==> config.mk <==
export PLATFORM = sky130hd
export DESIGN_NAME = seqconv_core
export DESIGN_NICKNAME = d
export VERILOG_FILES = /design/src/rtl/seqconv_pkg.sv /design/src/rtl/seqconv_opbank.sv /design/src/rtl/seqconv_seq.sv /design/src/rtl/seqconv_mac.sv /design/src/rtl/seqconv_core.sv
export SDC_FILE = /design/constraint.sdc
export NUM_CORES = 2
export LEC_CHECK = 0
export CAP_MARGIN = 20
export CELL_PAD_IN_SITES_DETAIL_PLACEMENT = 2
export CELL_PAD_IN_SITES_GLOBAL_PLACEMENT = 2
export CORE_AREA = 2 2 264 266
export DETAILED_ROUTE_END_ITERATION = 8
export DIE_AREA = 0 0 266 268
export GPL_TIMING_DRIVEN = 0
export HOLD_SLACK_MARGIN = 0.05
export PLACE_DENSITY_LB_ADDON = 0.15
export SLEW_MARGIN = 15
export SYNTH_ARGS = -nofsm -noshare
export SYNTH_HDL_FRONTEND = slang
export SYNTH_SLANG_ARGS = --single-unit
==> constraint.sdc <==
create_clock -name clk -period 53.6 [get_ports clk]
set_input_delay 10.72 -clock clk [delete_from_list [all_inputs] [get_ports clk]]
set_output_delay 10.72 -clock clk [all_outputs]
set_load 0.01 [all_outputs]
==> src/rtl/seqconv_pkg.sv <==
// Shared defaults and width helpers for the array correlator.
// Assumes unsigned operands; widths are derived from tap count and data width.
package seqconv_pkg;
    localparam int CV_TAPS  = 8;
    localparam int CV_DW    = 8;
    localparam int CV_OUT_W = 32;

    // Accumulator width that holds taps * (2^dw - 1)^2 without overflow.
    function automatic int acc_width(input int taps, input int dw);
        return 2 * dw + $clog2(taps);
    endfunction
endpackage

==> src/rtl/seqconv_opbank.sv <==
// Operand bank: holds the a and b arrays, filled one pair per load strobe.
// Assumes loads are refused while a run is active so the operands stay stable.
module seqconv_opbank #(
    parameter int N  = 8,
    parameter int DW = 8
) (
    input  logic                  clk,
    input  logic                  rst_n,
    input  logic                  ld_stb,
    input  logic                  busy,
    input  logic [2*DW-1:0]       din,
    output logic [N-1:0][DW-1:0]  a_vec,
    output logic [N-1:0][DW-1:0]  b_vec
);
    localparam int PW = (N > 1) ? $clog2(N) : 1;
    localparam logic [PW-1:0] LAST_POS = PW'(N - 1);

    logic [PW-1:0] wr_pos;

    // Store one operand pair per accepted strobe and advance the wrapping position.
    always_ff @(posedge clk) begin
        if (!rst_n) begin
            a_vec  <= '0;
            b_vec  <= '0;
            wr_pos <= '0;
        end else if (ld_stb && !busy) begin
            a_vec[wr_pos] <= din[DW-1:0];
            b_vec[wr_pos] <= din[2*DW-1:DW];
            wr_pos        <= (wr_pos == LAST_POS) ? '0 : wr_pos + PW'(1);
        end
    end


    frozen_ops_chk: assert property (@(posedge clk) disable iff (!rst_n)
        busy |=> ($stable(a_vec) && $stable(b_vec)));
endmodule

==> src/rtl/seqconv_seq.sv <==
// Run sequencer: starts a run on an idle start strobe, steps the 4-bit slot
// index once per cycle through all result slots, then drops busy one cycle
// after the last slot is issued. Assumes NRES fits in IW bits.
module seqconv_seq #(
    parameter int NRES = 15,
    parameter int IW   = 4
) (
    input  logic          clk,
    input  logic          rst_n,
    input  logic          go_stb,
    output logic          run,
    output logic [IW-1:0] idx,
    output logic          busy
);
    localparam logic [IW-1:0] LAST = IW'(NRES - 1);

    // Start, step and finish the run; start strobes are refused while busy.
    always_ff @(posedge clk) begin
        if (!rst_n) begin
            run  <= 1'b0;
            idx  <= '0;
            busy <= 1'b0;
        end else if (go_stb && !busy) begin
            run  <= 1'b1;
            idx  <= '0;
            busy <= 1'b1;
        end else if (run) begin
            if (idx == LAST) run <= 1'b0;
            else             idx <= idx + IW'(1);
        end else if (busy) begin
            busy <= 1'b0;
        end
    end


    idx_range_chk: assert property (@(posedge clk) disable iff (!rst_n)
        run |-> (idx <= LAST));


    run_step_chk: assert property (@(posedge clk) disable iff (!rst_n)
        (run && idx != LAST) |=> (run && idx == $past(idx) + IW'(1)));


    busy_cover_chk: assert property (@(posedge clk) disable iff (!rst_n)
        run |-> busy);
endmodule

==> src/rtl/seqconv_mac.sv <==
// Product-sum datapath: for the slot index it forms all N products in
// parallel, keeps only the in-range terms, and registers the sum onto the
// output with a valid pulse. Assumes OUT_W > ACC_W.
module seqconv_mac #(
    parameter int N     = 8,
    parameter int DW    = 8,
    parameter int ACC_W = 19,
    parameter int OUT_W = 32,
    parameter int IW    = 4
) (
    input  logic                  clk,
    input  logic                  rst_n,
    input  logic                  issue,
    input  logic [IW-1:0]         idx,
    input  logic [N-1:0][DW-1:0]  a_vec,
    input  logic [N-1:0][DW-1:0]  b_vec,
    output logic [OUT_W-1:0]      dout,
    output logic                  res_vld
);
    localparam int PW = (N > 1) ? $clog2(N) : 1;

    logic [ACC_W-1:0] sum_c;
    logic             armed;

    // Sum a[N-1-k+j]*b[j] over the j whose a index falls inside the array.
    always_comb begin
        sum_c = '0;
        for (int j = 0; j < N; j++) begin
            if (j <= int'(idx) && int'(idx) <= N - 1 + j) begin
                sum_c = sum_c
                      + ACC_W'(a_vec[PW'(N - 1 + j - int'(idx))]) * ACC_W'(b_vec[j]);
            end
        end
    end

    // Register the slot result and its valid pulse; hold dout otherwise.
    always_ff @(posedge clk) begin
        if (!rst_n) begin
            dout    <= '0;
            res_vld <= 1'b0;
        end else begin
            res_vld <= issue;
            if (issue) dout <= OUT_W'(sum_c);
        end
    end

    // Marks that one clean cycle has passed since reset, for history checks.
    always_ff @(posedge clk) begin
        if (!rst_n) armed <= 1'b0;
        else        armed <= 1'b1;
    end


    dout_hold_chk: assert property (@(posedge clk) disable iff (!rst_n)
        (armed && !res_vld) |-> $stable(dout));


    upper_zero_chk: assert property (@(posedge clk) disable iff (!rst_n)
        res_vld |-> (dout[OUT_W-1:ACC_W] == '0));
endmodule

==> src/rtl/seqconv_core.sv <==
// Streaming array correlator top: operand bank, run sequencer and
// product-sum datapath. One result per clock during a run.
// Assumes a single clock domain and synchronous active-low reset.
module seqconv_core #(
    parameter int N     = seqconv_pkg::CV_TAPS,
    parameter int DW    = seqconv_pkg::CV_DW,
    parameter int OUT_W = seqconv_pkg::CV_OUT_W
) (
    input  logic              clk,
    input  logic              rst_n,
    input  logic [2*DW-1:0]   din,
    input  logic              ld_stb,
    input  logic              go_stb,
    output logic [OUT_W-1:0]  dout,
    output logic              res_vld,
    output logic              busy
);
    localparam int NRES  = 2 * N - 1;
    localparam int IW    = $clog2(NRES);
    localparam int ACC_W = seqconv_pkg::acc_width(N, DW);

    logic [N-1:0][DW-1:0] a_vec;
    logic [N-1:0][DW-1:0] b_vec;
    logic                 run;
    logic [IW-1:0]        idx;

    seqconv_opbank #(.N(N), .DW(DW)) u_bank (
        .clk(clk), .rst_n(rst_n), .ld_stb(ld_stb), .busy(busy),
        .din(din), .a_vec(a_vec), .b_vec(b_vec)
    );

    seqconv_seq #(.NRES(NRES), .IW(IW)) u_seq (
        .clk(clk), .rst_n(rst_n), .go_stb(go_stb),
        .run(run), .idx(idx), .busy(busy)
    );

    seqconv_mac #(.N(N), .DW(DW), .ACC_W(ACC_W), .OUT_W(OUT_W), .IW(IW)) u_mac (
        .clk(clk), .rst_n(rst_n), .issue(run), .idx(idx),
        .a_vec(a_vec), .b_vec(b_vec), .dout(dout), .res_vld(res_vld)
    );


    vld_in_busy_chk: assert property (@(posedge clk) disable iff (!rst_n)
        res_vld |-> busy);
endmodule

### Word-level counts from Yosys, hierarchy flattened

Index checks and enable logic that the tools add are counted.

| word-level totals | value |
|---|---|
| bits in registers | 157 |
| input port bits | 20 |
| word-level logic and storage cells | 132 |

| operators by class | value |
|---|---|
| add/sub/neg operators | 17 |
| $mul | 8 |
| order comparisons | 25 |
| equal/unequal tests | 3 |
| mux-type cells | 42 |
| bitwise logic cells | 2 |
| reductions and logical operators | 13 |

Operators with widths:

| cell | number |
|---|---|
| $bmux 8 s3 | 8 |
| $mux 8 | 17 |
| $add 19x16->19 | 7 |
| $mux 19 | 7 |
| $bwmux 64 | 2 |
| $mul 8x8->16 | 8 |
| $lt 3x5->1 const B | 8 |
| $le 4x4->1 const B | 7 |
| $demux 8 s3 | 1 |
| $le 3x4->1 const A | 4 |
| $mux 16 | 1 |
| $sub 3x3->3 const A | 4 |
| $logic_and 1x1->1 | 10 |
| $le 2x4->1 const A | 2 |
| $sub 1x3->3 const A | 2 |
| $sub 2x3->3 const A | 2 |
| $mux 1 | 5 |
| $add 4x1->4 const B | 1 |
| $eq 4x4->1 const B | 1 |
| $le 1x4->1 const A | 1 |
| $le 4x3->1 const B | 1 |
| $lt 3x4->1 const B | 1 |
| $add 3x1->3 const B | 1 |
| $eq 3x3->1 const B | 1 |
| 7 further kinds | 8 |

### Depth between registers and ports, before layout

| logic depth | value |
|---|---|
| depth after elaboration | 20 |
| depth in mapped cells | 106 |
| mapped depth without buffers | 103 |

### By module

Synthesis repeated with hierarchy kept, for this count alone.

| second synthesis, totals | value |
|---|---|
| cell total of the unflattened synthesis | 3401 |
| area, all modules | 30185.2 um^2 |

By module, submodules not included:

| module | instances | cells an instance | area an instance (um^2) | sequential area each (um^2) |
|---|---|---|---|---|
| seqconv_mac | 1 | 2914 | 25074.0 | 400.4 |
| seqconv_opbank | 1 | 457 | 4829.6 | 2622.5 |
| seqconv_seq | 1 | 30 | 281.5 | 120.1 |

### Least setup slack after synthesis

Ideal clock, no wire load.

| timing | value |
|---|---|
| kind | register to register |
| from | register u_seq.idx[0] |
| to | register u_mac.dout[18] |
| library setup time | 0.132 ns |
| arrival time | 26.182 ns |
| slack | 27.285 ns |
| cell stages (with the launch flop) | 97 |
| buffers on the path | 3 |
| cell sequence | dfxtp_1 -> buf_4 -> clkbuf_1 -> buf_1 -> mux4_2 -> mux2i_1 -> nor2b_1 -> fa_1 -> inv_1 -> fa_1 -> fa_1 -> fa_1 -> inv_1 -> ha_1 -> inv_1 -> o21bai_1 -> xor2_1 -> nand2_1 -> (+61 left out) -> o21ai_0 -> fa_1 -> inv_1 -> fa_1 -> fa_1 -> fa_1 -> ha_1 -> a21o_1 -> a21o_1 -> a2bb2oi_1 -> a211o_1 -> nor2_1 -> nor2_1 -> a311oi_1 -> xnor3_1 -> xnor2_1 -> xnor2_1 -> a21oi_1 |

| between the ends | value |
|---|---|
| longest elaborated chain between the ends | 20 |
| elaborated cells on any way between the ends | 77 |
| classes of those cells | add/sub (15); mul (8); order compare (15); mux (32); reduce/logical (7) |

Ends and longest elaborated chain:

| element | RTL line | text |
|---|---|---|
| from (decl) | seqconv_seq.sv:12 | `output logic [IW-1:0] idx,` |
| from (signal assigned) | seqconv_seq.sv:29 | `else idx <= idx + IW'(1);` |
| $sub 3x3->3 | seqconv_mac.sv:31 | `+ ACC_W'(a_vec[PW'(N - 1 + j - int'(idx))]) * ACC_W'(b_vec[j]);` |
| $bmux 8 s3 | seqconv_mac.sv:31 |  |
| $mux 8 (not written as such) (2 in a row) | seqconv_mac.sv:31 |  |
| $mul 8x8->16 | seqconv_mac.sv:31 |  |
| $mux 16 | seqconv_mac.sv:29 | `if (j <= int'(idx) && int'(idx) <= N - 1 + j) begin` |
| $add 19x16->19 | seqconv_mac.sv:31 |  |
| $mux 19 | seqconv_mac.sv:29 |  |
| $add 19x16->19 | seqconv_mac.sv:31 |  |
| (+3 left out) | -- |  |
| $add 19x16->19 | seqconv_mac.sv:31 |  |
| $mux 19 | seqconv_mac.sv:29 |  |
| $add 19x16->19 | seqconv_mac.sv:31 |  |
| $mux 19 | seqconv_mac.sv:29 |  |
| $add 19x16->19 | seqconv_mac.sv:31 |  |
| $mux 19 | seqconv_mac.sv:29 |  |
| $add 19x16->19 | seqconv_mac.sv:31 |  |
| $mux 19 * | seqconv_mac.sv:29 |  |
| to (signal assigned) | seqconv_mac.sv:43 | `if (issue) dout <= OUT_W'(sum_c);` |
| to (decl) | seqconv_mac.sv:17 | `output logic [OUT_W-1:0] dout,` |

Every way passes the cells marked *; elsewhere a longest branch is shown, timed or not. The select of a mux whose other input is x is not followed.
A chain may end at the register's enable or synchronous reset.

### Worst setup path after layout

Same ends and word-level chain as after synthesis.

==> impl_metrics.yaml <==
outcome:
  run_status: "completed"
critical_path:
  cp_max_fo: 10
  critPathKind: "reg2reg"
  worstPathArrival_ps: 31300
  critical_path.max_stage_delay_ps: 730
  cpMaxStageDelayCell: "buf_1"
  startpoint_type: "flop"
  path_common_cell: "fa_1"
  cp_data_required_time_ps: 53930
  endpoint_kind: "flop"
sta:
  fin_skew_ps: 11.4
  rsz0062_at_grt: "no"
  worst_pin_slew_ps: 1300
  drv_slew: 0
  finalSetupTns_ps: 0
  max_freq_mhz: 32.3
  min_period_over_period_pct: 57.8
  setup_violations: 0
  period_needed_ps: 30970
  slew_headroom_pct: 10.7
  hold_viol_final: 0
clocking:
  htree_levels: 4
  cts.clk_slew.worst_paths_ps: 70
  insertion_delay_ps: 470
  holdBufCountCts: 0
  cts.path.max_buffers: 2
  cts_setup_buffers: 0
  cts_root_buf: "clkbuf_16"
  ctsResizeCount: 0
  clkSinkCount: 157
  cts_made_buffers: 17
  cts_tree: "yes"
floorplan:
  rows: 96
  ios: 54
  core_area_mm2: 0.0682
  die_w_um: 266
  die-area_mm2: 0.0713
  initial_core_util_pct: 43.7
  die_y_um: 268
logic_synthesis:
  ys_warn_count: 0
  synth.yosys.seq_area_share_pct: 10.5
  synth-seq-cells: 157
  yosysUniqueCellTypes: 78
  ys.flop_type: "dfxtp_1"
  synthArstFlopShare_pct: 0
  syn-cell-area_mm2: 0.0298
  synth_cells: 3540
  synth_area_per_cell_um2: 8.43
  synth_edf_count: 0
job:
  cap_violations: 0
global_route:
  antenna_found_initial: 3
  grt_max_degree: 17
  grtUsageTotal_pct: 33.4
  grt_pass1_vias: 30300
  grt_pass1_wl_um: 180000
  grt-ovfl-total: 0
routing:
  drt_pass1_iterations: 5
  drcViolationCount: 0
  vias: 26100
  wire_per_inst_um: 25.9
  routed_wl_um: 116000
  drt_iter0_drc: 1452
  antenna_left: 0
  vias_per_cell: 5.80
power_and_ir_drop:
  vdd_drop_max_v: 0.0000193
  leakage_nw: 14.5
  power_density_mw_per_mm2: 8.98
worst_hold_path:
  hold_path_class: "reg2reg"
placed_design:
  gp_congestion: 0.934
  hpwl_um: 99700
  dp_cells: 4463
  port-buffer-count: 24
  place_area_mm2: 0.0313
final_layout:
  final_layout_size_suffix_gt1_share_pct: 5.81
  syn2layout_area_growth_pct: 6.84
  final_area_mm2: 0.0319
  antenna_cells: 0
  num-nets-final: 4345
  instances_no_fill: 4498
## cells in the final DEF, fill, tap and decap left out, types with 8 or more instances in the layout
cell type | Yosys | routed
a211o_1 | 13 | 13
a211oi_1 | 8 | 8
a21o_1 | 40 | 40
a21oi_1 | 215 | 215
a31oi_1 | 19 | 19
and2_1 | 101 | 101
and3_1 | 13 | 13
buf_1 | 38 | 38
buf_4 | 15 | 21
clkbuf_1 | 75 | 77
clkbuf_16 | 0 | 17
clkbuf_2 | 16 | 16
clkdlybuf4s50_1 | 0 | 24
conb_1 | 1 | 13
dfxtp_1 | 157 | 157
fa_1 | 387 | 387
ha_1 | 335 | 335
inv_1 | 556 | 556
mux2_2 | 51 | 51
mux2i_1 | 32 | 28
mux4_2 | 64 | 64
nand2_1 | 610 | 610
nand2b_1 | 92 | 92
nand3_1 | 31 | 31
nand3b_1 | 10 | 10
nor2_1 | 98 | 98
nor2b_1 | 176 | 176
nor3_1 | 43 | 43
o21a_1 | 35 | 35
o21ai_0 | 74 | 73
o21ai_1 | 9 | 10
o21bai_1 | 8 | 8
or3_1 | 13 | 13
xnor2_1 | 51 | 51
xor2_1 | 33 | 33
## sequential cells by signal (all words and copies together) (netlist names)
signal,cells
u_bank.a_vec,64
u_bank.b_vec,64
u_mac.dout,19
u_seq.idx,4
u_bank.wr_pos,3
u_mac.res_vld,1
u_seq.busy,1
u_seq.run,1
## power by group
| part | switching, mW | internal (mW) |
|---|---|---|
| Combinational | 0.0288 | 0.0137 |
| Sequential | 0.00343 | 0.119 |
| Clock | 0.0593 | 0.0618 |
| Total | 0.0916 | 0.195 |
## cells by family (layout without fill, tap and decap cells)
family                   count (synthesis)  after routing  synth area share, %
AO/OA/AOI/OAI                          503            503                 10.4
XOR/XNOR                                85             85                 2.54
adder cells (fa/ha/maj)                722            722                 40.0
buffers and inverters                  708            772                 9.18
flip-flops                             157            157                 10.5
multiplexers                           149            149                 7.91
other                                    1             13               0.0126
AND/OR/NAND/NOR                       1215           1215                 19.4
## final timing paths
path             startpoint             end  slack (ps)  depth (start not counted)
max            u_seq.idx[0]  u_mac.dout[18]       22630                         96
min          u_mac.dout[16]  u_mac.dout[16]         490                          2
max reg2reg    u_seq.idx[0]  u_mac.dout[18]       22630                         96
min reg2reg  u_mac.dout[16]  u_mac.dout[16]         490                          2
## cells in the mapped netlist, drive strengths merged, types with 35 or more instances
cell type,number,share of area [%]
a21o,40,1.0
a21oi,215,3.6
and2,103,2.2
buf,56,0.91
clkbuf,91,1.2
dfxtp,157,11
fa,387,26
ha,335,14
inv,559,7.0
mux2,52,2.0
mux4,64,4.8
nand2,610,7.7
nand2b,92,1.9
nor2,98,1.2
nor2b,176,3.7
nor3,43,0.72
o21a,35,0.88
o21ai,83,1.4
xnor2,51,1.5
## through the flow
stage,worst slack [ps],utilization [%],total power [mW],hold WS [ps]
after global routing,21280,46.7,0.295,516
final,22630,46.7,0.286,493
after floorplan,27290,-,0.149,463
after CTS,22610,46.7,0.287,500
after detailed placement,22760,45.9,0.167,483
after global placement,23560,45.8,0.164,467
## layout make-up
class / instances / area [um2]
Fill cell: 7631 / 36300
Multi-Input combinational cell: 2687 / 24000
Sequential cell: 157 / 3140
Inverter: 561 / 2110
Tap cell: 882 / 1100
Buffer: 147 / 632
Clock buffer: 20 / 447
Timing Repair Buffer: 32 / 304
Clock inverter: 12 / 108
## per-layer routing
metal | GRT usage [%] | routed length (um)
met4 | 16.6 | 6440
met5 | 0 | 0
met2 | 60.2 | 58400
met1 | 39.4 | 46600
met3 | 3.67 | 5020
## worst max-delay path, delay by kind of cell (launching register included)
family	cells	cell delay [ps]
AO/OA/AOI/OAI	17	4250
XOR/XNOR	5	1440
adder cells (fa/ha/maj)	40	18770
buffers and inverters	22	2580
flip-flops	1	380
multiplexers	2	1350
AND/OR/NAND/NOR	10	2020
No activity file was read; power rests on OpenSTA's default activity.
